$ cat config.mk
export PLATFORM = sky130hd
export DESIGN_NAME = tri_match_timer
export DESIGN_NICKNAME = d
export VERILOG_FILES = /design/src/rtl/tmr_pkg.sv /design/src/rtl/tmr_tick_sync.sv /design/src/rtl/tmr_channel.sv /design/src/rtl/tmr_irq_ctl.sv /design/src/rtl/tri_match_timer.sv
export SDC_FILE = /design/constraint.sdc
export NUM_CORES = 2
export LEC_CHECK = 0
export BUFFER_PORTS_ARGS = -buffer_cell sky130_fd_sc_hd__buf_2
export CORE_MARGIN = 2
export CORE_UTILIZATION = 45
export CTS_CLUSTER_SIZE = 20
export DETAILED_ROUTE_END_ITERATION = 12
export GPL_TIMING_DRIVEN = 0
export HOLD_SLACK_MARGIN = 0.03
export PLACE_DENSITY = 0.7
export REMOVE_ABC_BUFFERS = 1
export SYNTH_ARGS = -nofsm -noshare
export SYNTH_HDL_FRONTEND = slang
export SYNTH_SLANG_ARGS = --single-unit
$ cat constraint.sdc
create_clock -name clk -period 5.6 [get_ports clk]
set_input_delay 0.28 -clock clk [delete_from_list [all_inputs] [get_ports clk]]
set_output_delay 0.28 -clock clk [all_outputs]
set_load 0.005 [all_outputs]
$ cat src/rtl/tmr_pkg.sv
package tmr_pkg;
  localparam int NCH       = 3;
  localparam int FLAGS_PER = 3;
  localparam int STAT_W    = NCH * FLAGS_PER;
  localparam int CTRL_W    = NCH * 4;
  localparam int ADDR_W    = 6;
  localparam int SYNC_LEN  = 2;
  // word indices (byte address / 4)
  localparam logic [3:0] WORD_CTRL = 4'hC;
  localparam logic [3:0] WORD_STAT = 4'hD;
  localparam logic [3:0] WORD_MASK = 4'hE;
  // slots inside a channel window
  localparam int SLOT_CNT  = 0;
  localparam int SLOT_LOAD = 1;
  localparam int SLOT_CMPA = 2;
  localparam int SLOT_CMPB = 3;
endpackage

$ cat src/rtl/tmr_tick_sync.sv
module tmr_tick_sync #(
  parameter int STAGES = 2
) (
  input  logic clk,
  input  logic rst,
  input  logic pin,
  output logic rise
);
  logic [STAGES:0] chain;

  always_ff @(posedge clk) begin
    if (rst) chain <= '0;
    else     chain <= {chain[STAGES-1:0], pin};
  end

  assign rise = chain[STAGES-1] & ~chain[STAGES];
endmodule

$ cat src/rtl/tmr_channel.sv
module tmr_channel #(
  parameter int W = 32
) (
  input  logic         clk,
  input  logic         rst,
  input  logic         run,
  input  logic         count_up,
  input  logic         step,
  input  logic [3:0]   wr_slot,
  input  logic [W-1:0] wdata,
  output logic [W-1:0] cnt,
  output logic [W-1:0] reload,
  output logic [W-1:0] cmp_a,
  output logic [W-1:0] cmp_b,
  output logic         hit_a,
  output logic         hit_b,
  output logic         wrapped
);
  import tmr_pkg::*;

  logic         advance;
  logic         at_end;
  logic [W-1:0] next_val;

  always_comb begin
    advance  = run & step & ~wr_slot[SLOT_CNT];
    at_end   = count_up ? (cnt == '1) : (cnt == '0);
    if (at_end)        next_val = reload;
    else if (count_up) next_val = cnt + W'(1);
    else               next_val = cnt - W'(1);
    wrapped  = advance & at_end;
    hit_a    = advance & (next_val == cmp_a);
    hit_b    = advance & (next_val == cmp_b);
  end

  always_ff @(posedge clk) begin
    if (rst) begin
      cnt    <= '0;
      reload <= '0;
      cmp_a  <= '0;
      cmp_b  <= '0;
    end else begin
      if (wr_slot[SLOT_CNT])      cnt <= wdata;
      else if (advance)           cnt <= next_val;
      if (wr_slot[SLOT_LOAD])     reload <= wdata;
      if (wr_slot[SLOT_CMPA])     cmp_a  <= wdata;
      if (wr_slot[SLOT_CMPB])     cmp_b  <= wdata;
    end
  end
endmodule

$ cat src/rtl/tmr_irq_ctl.sv
module tmr_irq_ctl #(
  parameter int NCH = 3
) (
  input  logic             clk,
  input  logic             rst,
  input  logic             wr_stat,
  input  logic [NCH*3-1:0] wdata,
  input  logic [NCH*3-1:0] events,
  input  logic [NCH*3-1:0] mask,
  input  logic [NCH-1:0]   ovf_en,
  output logic [NCH*3-1:0] status,
  output logic [NCH-1:0]   irq
);
  logic [NCH-1:0] pend;

  always_ff @(posedge clk) begin
    if (rst)          status <= '0;
    else if (wr_stat) status <= wdata | events;
    else              status <= status | events;
  end

  for (genvar n = 0; n < NCH; n++) begin : g_line
    logic [2:0] live;
    assign live    = status[3*n +: 3] & mask[3*n +: 3];
    assign pend[n] = live[0] | live[1] | (live[2] & ovf_en[n]);
  end

  always_ff @(posedge clk) begin
    if (rst) irq <= '0;
    else     irq <= pend;
  end
endmodule

$ cat src/rtl/tri_match_timer.sv
module tri_match_timer #(
  parameter int W = 32
) (
  input  logic                          clk,
  input  logic                          rst,
  input  logic [tmr_pkg::ADDR_W-1:0]    addr,
  input  logic                          wr_en,
  input  logic [W-1:0]                  wdata,
  output logic [W-1:0]                  rd_data,
  input  logic [tmr_pkg::NCH-1:0]       ext_tick,
  output logic [tmr_pkg::NCH-1:0]       irq
);
  import tmr_pkg::*;

  logic [3:0]                word;
  logic [1:0]                unused_byte;
  logic [CTRL_W-1:0]         ctrl;
  logic [STAT_W-1:0]         mask;
  logic [STAT_W-1:0]         status;
  logic [STAT_W-1:0]         events;
  logic [NCH-1:0]            ovf_en;
  logic [NCH-1:0][W-1:0]     cnt_q, load_q, cmpa_q, cmpb_q;
  logic [W-1:0]              rd_next;

  assign word        = addr[5:2];
  assign unused_byte = addr[1:0];

  always_ff @(posedge clk) begin
    if (rst) begin
      ctrl <= '0;
      mask <= '0;
    end else if (wr_en) begin
      if (word == WORD_CTRL) ctrl <= wdata[CTRL_W-1:0];
      if (word == WORD_MASK) mask <= wdata[STAT_W-1:0];
    end
  end

  for (genvar n = 0; n < NCH; n++) begin : g_ch
    logic [3:0] wr_slot;
    logic       edge_seen;
    logic       step;

    for (genvar k = 0; k < 4; k++) begin : g_slot
      assign wr_slot[k] = wr_en && (word == 4'(n * 4 + k));
    end

    tmr_tick_sync #(.STAGES(SYNC_LEN)) u_sync (
      .clk  (clk),
      .rst  (rst),
      .pin  (ext_tick[n]),
      .rise (edge_seen)
    );

    assign step      = ctrl[3*n + 1] ? edge_seen : 1'b1;
    assign ovf_en[n] = ctrl[3*n + 2];

    tmr_channel #(.W(W)) u_chan (
      .clk      (clk),
      .rst      (rst),
      .run      (ctrl[3*n]),
      .count_up (ctrl[3*NCH + n]),
      .step     (step),
      .wr_slot  (wr_slot),
      .wdata    (wdata),
      .cnt      (cnt_q[n]),
      .reload   (load_q[n]),
      .cmp_a    (cmpa_q[n]),
      .cmp_b    (cmpb_q[n]),
      .hit_a    (events[3*n]),
      .hit_b    (events[3*n + 1]),
      .wrapped  (events[3*n + 2])
    );
  end

  tmr_irq_ctl #(.NCH(NCH)) u_irq (
    .clk     (clk),
    .rst     (rst),
    .wr_stat (wr_en && (word == WORD_STAT)),
    .wdata   (wdata[STAT_W-1:0]),
    .events  (events),
    .mask    (mask),
    .ovf_en  (ovf_en),
    .status  (status),
    .irq     (irq)
  );

  always_comb begin
    rd_next = '0;
    case (word)
      WORD_CTRL: rd_next[CTRL_W-1:0] = ctrl;
      WORD_STAT: rd_next[STAT_W-1:0] = status;
      WORD_MASK: rd_next[STAT_W-1:0] = mask;
      default: begin
        for (int i = 0; i < NCH; i++) begin
          if (word[3:2] == 2'(i)) begin
            case (word[1:0])
              2'd0:    rd_next = cnt_q[i];
              2'd1:    rd_next = load_q[i];
              2'd2:    rd_next = cmpa_q[i];
              default: rd_next = cmpb_q[i];
            endcase
          end
        end
      end
    endcase
  end

  always_ff @(posedge clk) begin
    if (rst) rd_data <= '0;
    else     rd_data <= rd_next;
  end
endmodule

* Yosys cells after proc, flatten, opt, wreduce, memory -nomap -nowiden
Cells that the tools add are included.
** Word-level totals
- Bits in registers :: 458
- Word-level logic and storage cells :: 145
** Cells by class
- Add/sub/neg operators :: 6
- Mux-type cells :: 27
- Eq/ne operators :: 27
- Reductions and logical operators :: 26
- Bitwise logic cells :: 38
** Operators with widths (count)
- $mux W32 :: 15
- $pmux W32 S3 :: 3
- $eq A32 B32 Y1 :: 6
- $add A32 B1 Y32 const B :: 3
- $eq A32 B32 Y1 const B :: 3
- $logic_not A32 Y1 :: 3
- $sub A32 B1 Y32 const B :: 3
- $eq A4 B4 Y1 const B :: 7
- $pmux W9 S3 :: 1
- $and A1 B1 Y1 :: 21
- $or A9 B9 Y9 :: 2
- $eq A4 B3 Y1 const B :: 4
- $logic_and A1 B1 Y1 :: 13
- $and A3 B3 Y3 :: 3
- $mux W9 :: 1
- $eq A4 B2 Y1 const B :: 2
- $mux W1 :: 6
- $not A1 Y1 :: 6
- $or A1 B1 Y1 :: 6
- $pmux W3 S2 :: 1
- $reduce_bool A2 Y1 :: 3
- $eq A2 B1 Y1 const B :: 2
- $eq A2 B2 Y1 const B :: 2
- $eq A4 B1 Y1 const B :: 1
- other kinds (5) :: 7

* Longest topological paths before layout
- Depth after elaboration :: 8
- Gate-level depth with buffers :: 15

* Hierarchy
A second synthesis with hierarchy kept.
** Second synthesis, totals
- Cell total of the unflattened synthesis :: 3997
- Area total of the unflattened synthesis :: 33230.6 um^2
** By module, submodules not included
- tmr_channel at g_ch[1].u_chan ... :: seq. area each 2562.5 um^2, cells an instance 1074, area an instance 8881.0 um^2, times used 2
- tmr_channel at g_ch[0].u_chan :: seq. area each 2562.5 um^2, cells an instance 1195, area an instance 9562.9 um^2, times used 1
- tri_match_timer :: seq. area each 1061.0 um^2, cells an instance 583, area an instance 5165.0 um^2, times used 1
- tmr_irq_ctl :: seq. area each 240.2 um^2, cells an instance 50, area an instance 478.0 um^2, times used 1
- tmr_tick_sync :: seq. area each 60.1 um^2, cells an instance 7, area an instance 87.6 um^2, times used 3

* Worst setup path before layout
Ideal clock, no wire load.
- Path kind :: reg-to-reg
- Start point :: reg ctrl[9]
- End point :: reg u_irq.status[1]
- Path buffers :: 0
- Data required time :: 5.504 ns
- Arrival time :: 4.097 ns
- Setup time :: 0.096 ns
- Setup slack :: 1.407 ns
- Period minus slack after synthesis :: 4.193 ns
- Stages on the path, launching flop included :: 14
- Cell sequence :: dfxtp_1 -> inv_1 -> ha_1 -> a21o_1 -> a221o_1 -> a31oi_1 -> o21bai_1 -> a31oi_1 -> xnor3_1 -> o2111ai_1 -> or4_1 -> nor3_1 -> a31oi_1 -> o41ai_2
** Between the ends
- Word-level cells in the longest chain between the ends :: 6
** Ends and longest elaborated chain
- from (decl) :: line tri_match_timer.sv:17 : logic [CTRL_W-1:0] ctrl;
- from (signal assigned) :: line tri_match_timer.sv:33 : if (word == WORD_CTRL) ctrl <= wdata[CTRL_W-1:0];
- $mux W32 / $mux W1 (equally long branches) :: line tmr_channel.sv:29, tmr_channel.sv:27
- $mux W32 (*) :: line tmr_channel.sv:28 : if (at_end) next_val = reload;
- $eq A32 B32 Y1 (*) :: line tmr_channel.sv:33 : hit_b = advance & (next_val == cmp_b);
- $and A1 B1 Y1 (*) :: line tmr_channel.sv:33
- $or A9 B9 Y9 (on tied branches) :: line tmr_irq_ctl.sv:19, tmr_irq_ctl.sv:18
- $mux W9 (*) :: line tmr_irq_ctl.sv:18 : else if (wr_stat) status <= wdata | events;
- to (signal assigned) :: line tmr_irq_ctl.sv:18
- to (signal assigned) :: line tmr_irq_ctl.sv:19 : else status <= status | events;
- to (decl) :: line tmr_irq_ctl.sv:11 : output logic [NCH*3-1:0] status,
Mark *: on every way between the ends. The rest lies on a longest branch, timed or not.
A chain may end at the register's enable or synchronous reset.

* Final worst setup path
- Start point :: reg ctrl[9]
- End point :: reg u_irq.status[0]
** Between the ends
- Word-level cells in the longest chain between the ends :: 6
** Ends and longest elaborated chain
- $mux W32 / $mux W1 (equally long branches) :: line tmr_channel.sv:29, tmr_channel.sv:27
- $mux W32 (*) :: line tmr_channel.sv:28
- $eq A32 B32 Y1 (*) :: line tmr_channel.sv:32 : hit_a = advance & (next_val == cmp_a);
- $and A1 B1 Y1 (*) :: line tmr_channel.sv:32
- $or A9 B9 Y9 (on tied branches) :: line tmr_irq_ctl.sv:19, tmr_irq_ctl.sv:18
- $mux W9 (*) :: line tmr_irq_ctl.sv:18
Marks and branches as above.

==> flow_summary.html <==
<table>
<tr><th>Metric</th><th>Value</th></tr>
<tr><th colspan="2">Critical path</th></tr>
<tr><td>Worst Setup Path Type</td><td>register to register</td></tr>
<tr><td>CP endpoint</td><td>u_irq.status[0]$_SDFF_PP0_</td></tr>
<tr><td>Cell with the biggest individual delay on the critical path</td><td>clkinvlp_2</td></tr>
<tr><td>Kind of start point of the critical path</td><td>register</td></tr>
<tr><td>Cell with the most instances on the worst path</td><td>a22oi_1</td></tr>
<tr><td>Worst r2r src</td><td>ctrl[9]$_SDFFE_PP0P_</td></tr>
<tr><td>Crit end category</td><td>register</td></tr>
<tr><td>RR Endpoint</td><td>u_irq.status[0]$_SDFF_PP0_</td></tr>
<tr><td>Cell-by-cell listing of the critical path</td><td>clkinvlp_2, ha_1, a21o_1, a22oi_1, a22oi_1, a31oi_1, xnor3_1, a2111oi_0, and4_1, o311ai_0, nor4_1, a41oi_1, o22ai_1</td></tr>
<tr><td>Worst Reg2Reg Path Length in Cells</td><td>13</td></tr>
<tr><td>Slack of the worst reg-to-reg path</td><td>-0.13 ns</td></tr>
<tr><td>CP Data Arrival Time</td><td>6.28 ns</td></tr>
<tr><td>Highest net fanout along the worst path</td><td>15</td></tr>
<tr><td>Required time worst endpoint</td><td>approximately 6.2 ns</td></tr>
<tr><td>Delay of the slowest critical-path stage</td><td>around 0.9 ns</td></tr>
<tr><td>Timing startpoint of the critical path</td><td>ctrl[9]$_SDFFE_PP0P_</td></tr>
<tr><th colspan="2">Run status</th></tr>
<tr><td>Status</td><td>finished, violations left</td></tr>
<tr><td>Violated checks</td><td>setup timing</td></tr>
<tr><th colspan="2">GRT</th></tr>
<tr><td>Pin count of the biggest net entering global routing</td><td>142</td></tr>
<tr><td>Initial antenna violation count</td><td>7</td></tr>
<tr><td>Total overflow reported by the global router</td><td>0</td></tr>
<tr><td>Global-route wire length before repair</td><td>approximately 200 mm</td></tr>
<tr><td>GRT Util Overall</td><td>approximately a third</td></tr>
<tr><td>Via count of the first global-routing pass</td><td>roughly 30000</td></tr>
<tr><th colspan="2">Timing</th></tr>
<tr><td>Final Max Tran Viols</td><td>0</td></tr>
<tr><td>Number of setup violations in the final report</td><td>1</td></tr>
<tr><td>Transition time at the pin with the least slew margin</td><td>~1.3 ns</td></tr>
<tr><td>Time the worst path needs with I/O delays and setup</td><td>about 5.7 ns</td></tr>
<tr><td>Setup clock skew after layout</td><td>0.0263 ns</td></tr>
<tr><td>Headroom to the max-slew limit</td><td>between 10% and 20%</td></tr>
<tr><td>Final worst slack</td><td>-0.128 ns</td></tr>
<tr><td>Final hold violations</td><td>0</td></tr>
<tr><td>RSZ-0062 raised after global routing</td><td>true</td></tr>
<tr><td>Maximum clock frequency</td><td>about 0.17 GHz</td></tr>
<tr><td>Final period utilization</td><td>102%</td></tr>
<tr><td>Sum of negative setup slack</td><td>-0.128 ns</td></tr>
<tr><td>Hold WS</td><td>between 0.08 and 0.09 ns</td></tr>
<tr><th colspan="2">Final layout</th></tr>
<tr><td>Count of non-filler cells in the finished layout</td><td>approximately 5000</td></tr>
<tr><td>Final net count</td><td>4133</td></tr>
<tr><td>Post-route cell area</td><td>roughly 35000 µm²</td></tr>
<tr><td>Final core utilization</td><td>around half</td></tr>
<tr><td>Commonest non-fill, non-tap cells in the layout</td><td>nand2_1, a21oi_1, dfxtp_1, nor2_1, xnor2_1</td></tr>
<tr><td>Share of post-route cells with drive strength above 1</td><td>9.71%</td></tr>
<tr><td>Commonest non-fill, non-tap cell in the layout</td><td>nand2_1</td></tr>
<tr><td>Syn-to-layout area delta</td><td>10.3%</td></tr>
<tr><th colspan="2">Logic synthesis</th></tr>
<tr><td>Number of synthesized flops with an enable pin</td><td>0</td></tr>
<tr><td>Yosys warning count</td><td>0</td></tr>
<tr><td>Average instance area after synthesis</td><td>just under 8 µm²</td></tr>
<tr><td>Count of distinct cell types in the synthesized netlist</td><td>between 90 and 100</td></tr>
<tr><td>Combined area of all synthesized cells</td><td>around 32000 µm²</td></tr>
<tr><td>Fraction of registers with async set/reset</td><td>0%</td></tr>
<tr><td>Count of mapped cells out of synthesis</td><td>~4100</td></tr>
<tr><td>Post-synthesis register bit count</td><td>roughly 460</td></tr>
<tr><td>Portion of the post-synthesis area used by sequential elements</td><td>28.6%</td></tr>
<tr><td>Prevailing post-synth register cell</td><td>dfxtp_1</td></tr>
<tr><th colspan="2">Power</th></tr>
<tr><td>Reg power frac</td><td>34.1%</td></tr>
<tr><td>Clock network fraction of design power</td><td>between 30% and 40%</td></tr>
<tr><td>Internal power summed over all cells</td><td>around 0.0065 W</td></tr>
<tr><td>Power per unit of standard cell area</td><td>283 nW/µm²</td></tr>
<tr><td>Sw Pwr</td><td>0.00352 W</td></tr>
<tr><td>Switching portion of total power</td><td>35.2%</td></tr>
<tr><td>Peak supply drop</td><td>0.235 mV</td></tr>
<tr><td>Comb power frac</td><td>29.4%</td></tr>
<tr><td>Leakage power total</td><td>roughly 13 nW</td></tr>
<tr><th colspan="2">Route</th></tr>
<tr><td>Detailed-router iteration count before antenna repair</td><td>9</td></tr>
<tr><td>Detail-routed via count per cell</td><td>6.52</td></tr>
<tr><td>Routed length on met1</td><td>between 50 and 60 mm</td></tr>
<tr><td>Routed WL</td><td>around 130 mm</td></tr>
<tr><td>Routed wire length on met2</td><td>between 50 and 60 mm</td></tr>
<tr><td>Antenna violation net count after detailed routing</td><td>0</td></tr>
<tr><td>Remaining routing DRC violations</td><td>0</td></tr>
<tr><td>Routed length on met3</td><td>between 15 and 20 mm</td></tr>
<tr><td>Total number of vias</td><td>~32000</td></tr>
<tr><td>Count of routing violations after the opening detailed-route iteration</td><td>about 4600</td></tr>
<tr><td>Routed len/inst</td><td>26.4 µm</td></tr>
<tr><td>Highest metal used</td><td>met5</td></tr>
<tr><th colspan="2">Hold path</th></tr>
<tr><td>Tightest Hold Check Type</td><td>input port to register</td></tr>
<tr><td>Source of the worst hold timing path</td><td>wdata[26]</td></tr>
<tr><th colspan="2">Place</th></tr>
<tr><td>Count of placed standard cells including taps</td><td>4868</td></tr>
<tr><td>I/O Buffers</td><td>76</td></tr>
<tr><td>DPL Wire Length</td><td>95.5 mm</td></tr>
<tr><td>Placement-stage cell area</td><td>~33000 µm²</td></tr>
<tr><td>Gp weighted congestion</td><td>0.997</td></tr>
<tr><th colspan="2">Clocking</th></tr>
<tr><td>Clock tree sinks</td><td>458</td></tr>
<tr><td>Buffers from clock root to sink, at most</td><td>3</td></tr>
<tr><td>Maximum level of the CTS H-tree</td><td>2</td></tr>
<tr><td>Clock Pin Slew Worst Setup and Hold Paths</td><td>approximately 0.06 ns</td></tr>
<tr><td>Number of CTS-inserted buffers</td><td>52</td></tr>
<tr><td>Root buffer cell</td><td>clkbuf_16</td></tr>
<tr><td>TritonCTS clock tree</td><td>done</td></tr>
<tr><td>Worst-Skew Late Latency</td><td>roughly 0.64 ns</td></tr>
<tr><th colspan="2">Die</th></tr>
<tr><td>Standard-cell rows</td><td>a little under 100</td></tr>
<tr><td>Initial standard-cell utilization of the core</td><td>between 40% and 50%</td></tr>
<tr><td>Die area</td><td>roughly 73000 µm²</td></tr>
<tr><td>Core Box Area</td><td>roughly 70000 µm²</td></tr>
<tr><td>Horizontal extent of the die</td><td>approximately 270 µm</td></tr>
<tr><td>Top-level port count</td><td>between 70 and 80</td></tr>
<tr><td>Floorplan die height</td><td>271 µm</td></tr>
<tr><th colspan="2">Run</th></tr>
<tr><td>Number of maximum-capacitance violations</td><td>0</td></tr>
</table>
power by group through the flow:
stage	Sequential, W	Combinational, W	Clock [W]
5_1_grt	0.00341	0.00310	0.00380
6_report	0.00340	0.00293	0.00366
3_5_place_dp	0.00347	0.00281	0
4_1_cts	0.00340	0.00284	0.00368
3_3_place_gp	0.00347	0.00276	0
2_1_floorplan	0.00343	0.00183	0
layer usage:
metal,global-route usage (%),vias to the layer above
li1,-,14600
met2,51.4,2048
met4,20.7,4
met3,7.41,414
met1,46.5,15400
met5,0,-
final cells by class:
cell class,instances,area [µm²]
Clock buffer,71,1500
Multi-Input combinational cell,3284,21500
Timing Repair inverter,3,17.5
Timing Repair Buffer,128,1330
Tap cell,940,1180
Fill cell,6740,35000
Antenna cell,1,2.50
Inverter,69,270
Clock inverter,24,284
Sequential cell,458,9170
worst min-delay path by stage:
stage,to,slack [ns],depth (start not counted)
floorplan,g_ch[0].u_sync.chain[2]$_SDFF_PP0_,0.35,1
global placement,g_ch[1].u_sync.chain[1]$_SDFF_PP0_,0.42,1
detailed placement,g_ch[2].u_sync.chain[1]$_SDFF_PP0_,0.42,1
CTS,g_ch[0].u_chan.reload[26]$_SDFFE_PP0P_,0.05,3
global route,g_ch[0].u_chan.cmp_a[27]$_SDFFE_PP0P_,0.08,3
finish,g_ch[1].u_chan.cmp_a[26]$_SDFFE_PP0P_,0.08,3
through the flow:
step	setup slack (ns)	power (W)
finish	-0.128	0.00999
global route	-0.0707	0.0103
CTS	0.0320	0.00991
detailed placement	-0.336	0.00628
global placement	-4.45	0.00623
floorplan	0.211	0.00526
repair_timing:
item                                    in CTS  in global routing
endpoints found under the hold margin        3                  0
pin swaps                                    0                  0
endpoints found under the setup margin       3                  6
cloned                                       2                  1
resized for setup                            5                  3
hold buffers                                 3                  0
buffers inserted                             0                  8
cell families after synthesis:
| kind of cell | share of synthesized area, % |
|---|---|
| flip-flops | 28.6 |
| AND/OR/NAND/NOR | 20.9 |
| adder cells (fa/ha/maj) | 3.71 |
| XOR/XNOR | 9.73 |
| multiplexers | 10.4 |
| AO/OA/AOI/OAI | 22.1 |
| buffers and inverters | 4.56 |
critical path: cells and delay by family (launching register included):
kind | cells | cell delay, ns
buffers and inverters | 1 | 0.91
adders and majority gates | 1 | 0.60
DFF | 1 | 0.67
AOI/OAI and AO/OA | 8 | 2.31
and+or+nand+nor | 2 | 0.81
xor gates and xnor gates | 1 | 0.34
cell usage after synthesis (all sizes together), types with 26 or more instances:
library cell / n / area share, %
ha: 90 / 3.5
buf: 41 / 0.56
a31oi: 30 / 0.59
inv: 69 / 0.81
nand2: 810 / 9.5
o211ai: 65 / 1.5
a211oi: 80 / 1.9
xor2: 147 / 4.0
xnor2: 188 / 5.1
nor2: 292 / 3.4
nand3: 76 / 1.2
nor3: 49 / 0.78
nor2b: 26 / 0.51
dfxtp: 458 / 29
a21oi: 553 / 8.7
nor4: 57 / 1.2
clkbuf: 272 / 3.2
nand4: 66 / 1.3
mux2i: 96 / 3.0
o21ai: 116 / 1.8
a21o: 42 / 0.99
mux4: 100 / 7.0
registers in the layout (all words and copies together) (netlist names):
| register | flops |
|---|---|
| g_ch.u_sync.chain | 9 |
| mask | 9 |
| g_ch.u_chan.cmp_b | 96 |
| u_irq.irq | 3 |
| u_irq.status | 9 |
| ctrl | 12 |
| g_ch.u_chan.cnt | 96 |
| g_ch.u_chan.cmp_a | 96 |
| g_ch.u_chan.reload | 96 |
| rd_data | 32 |
(Power assumes the default switching activity.)
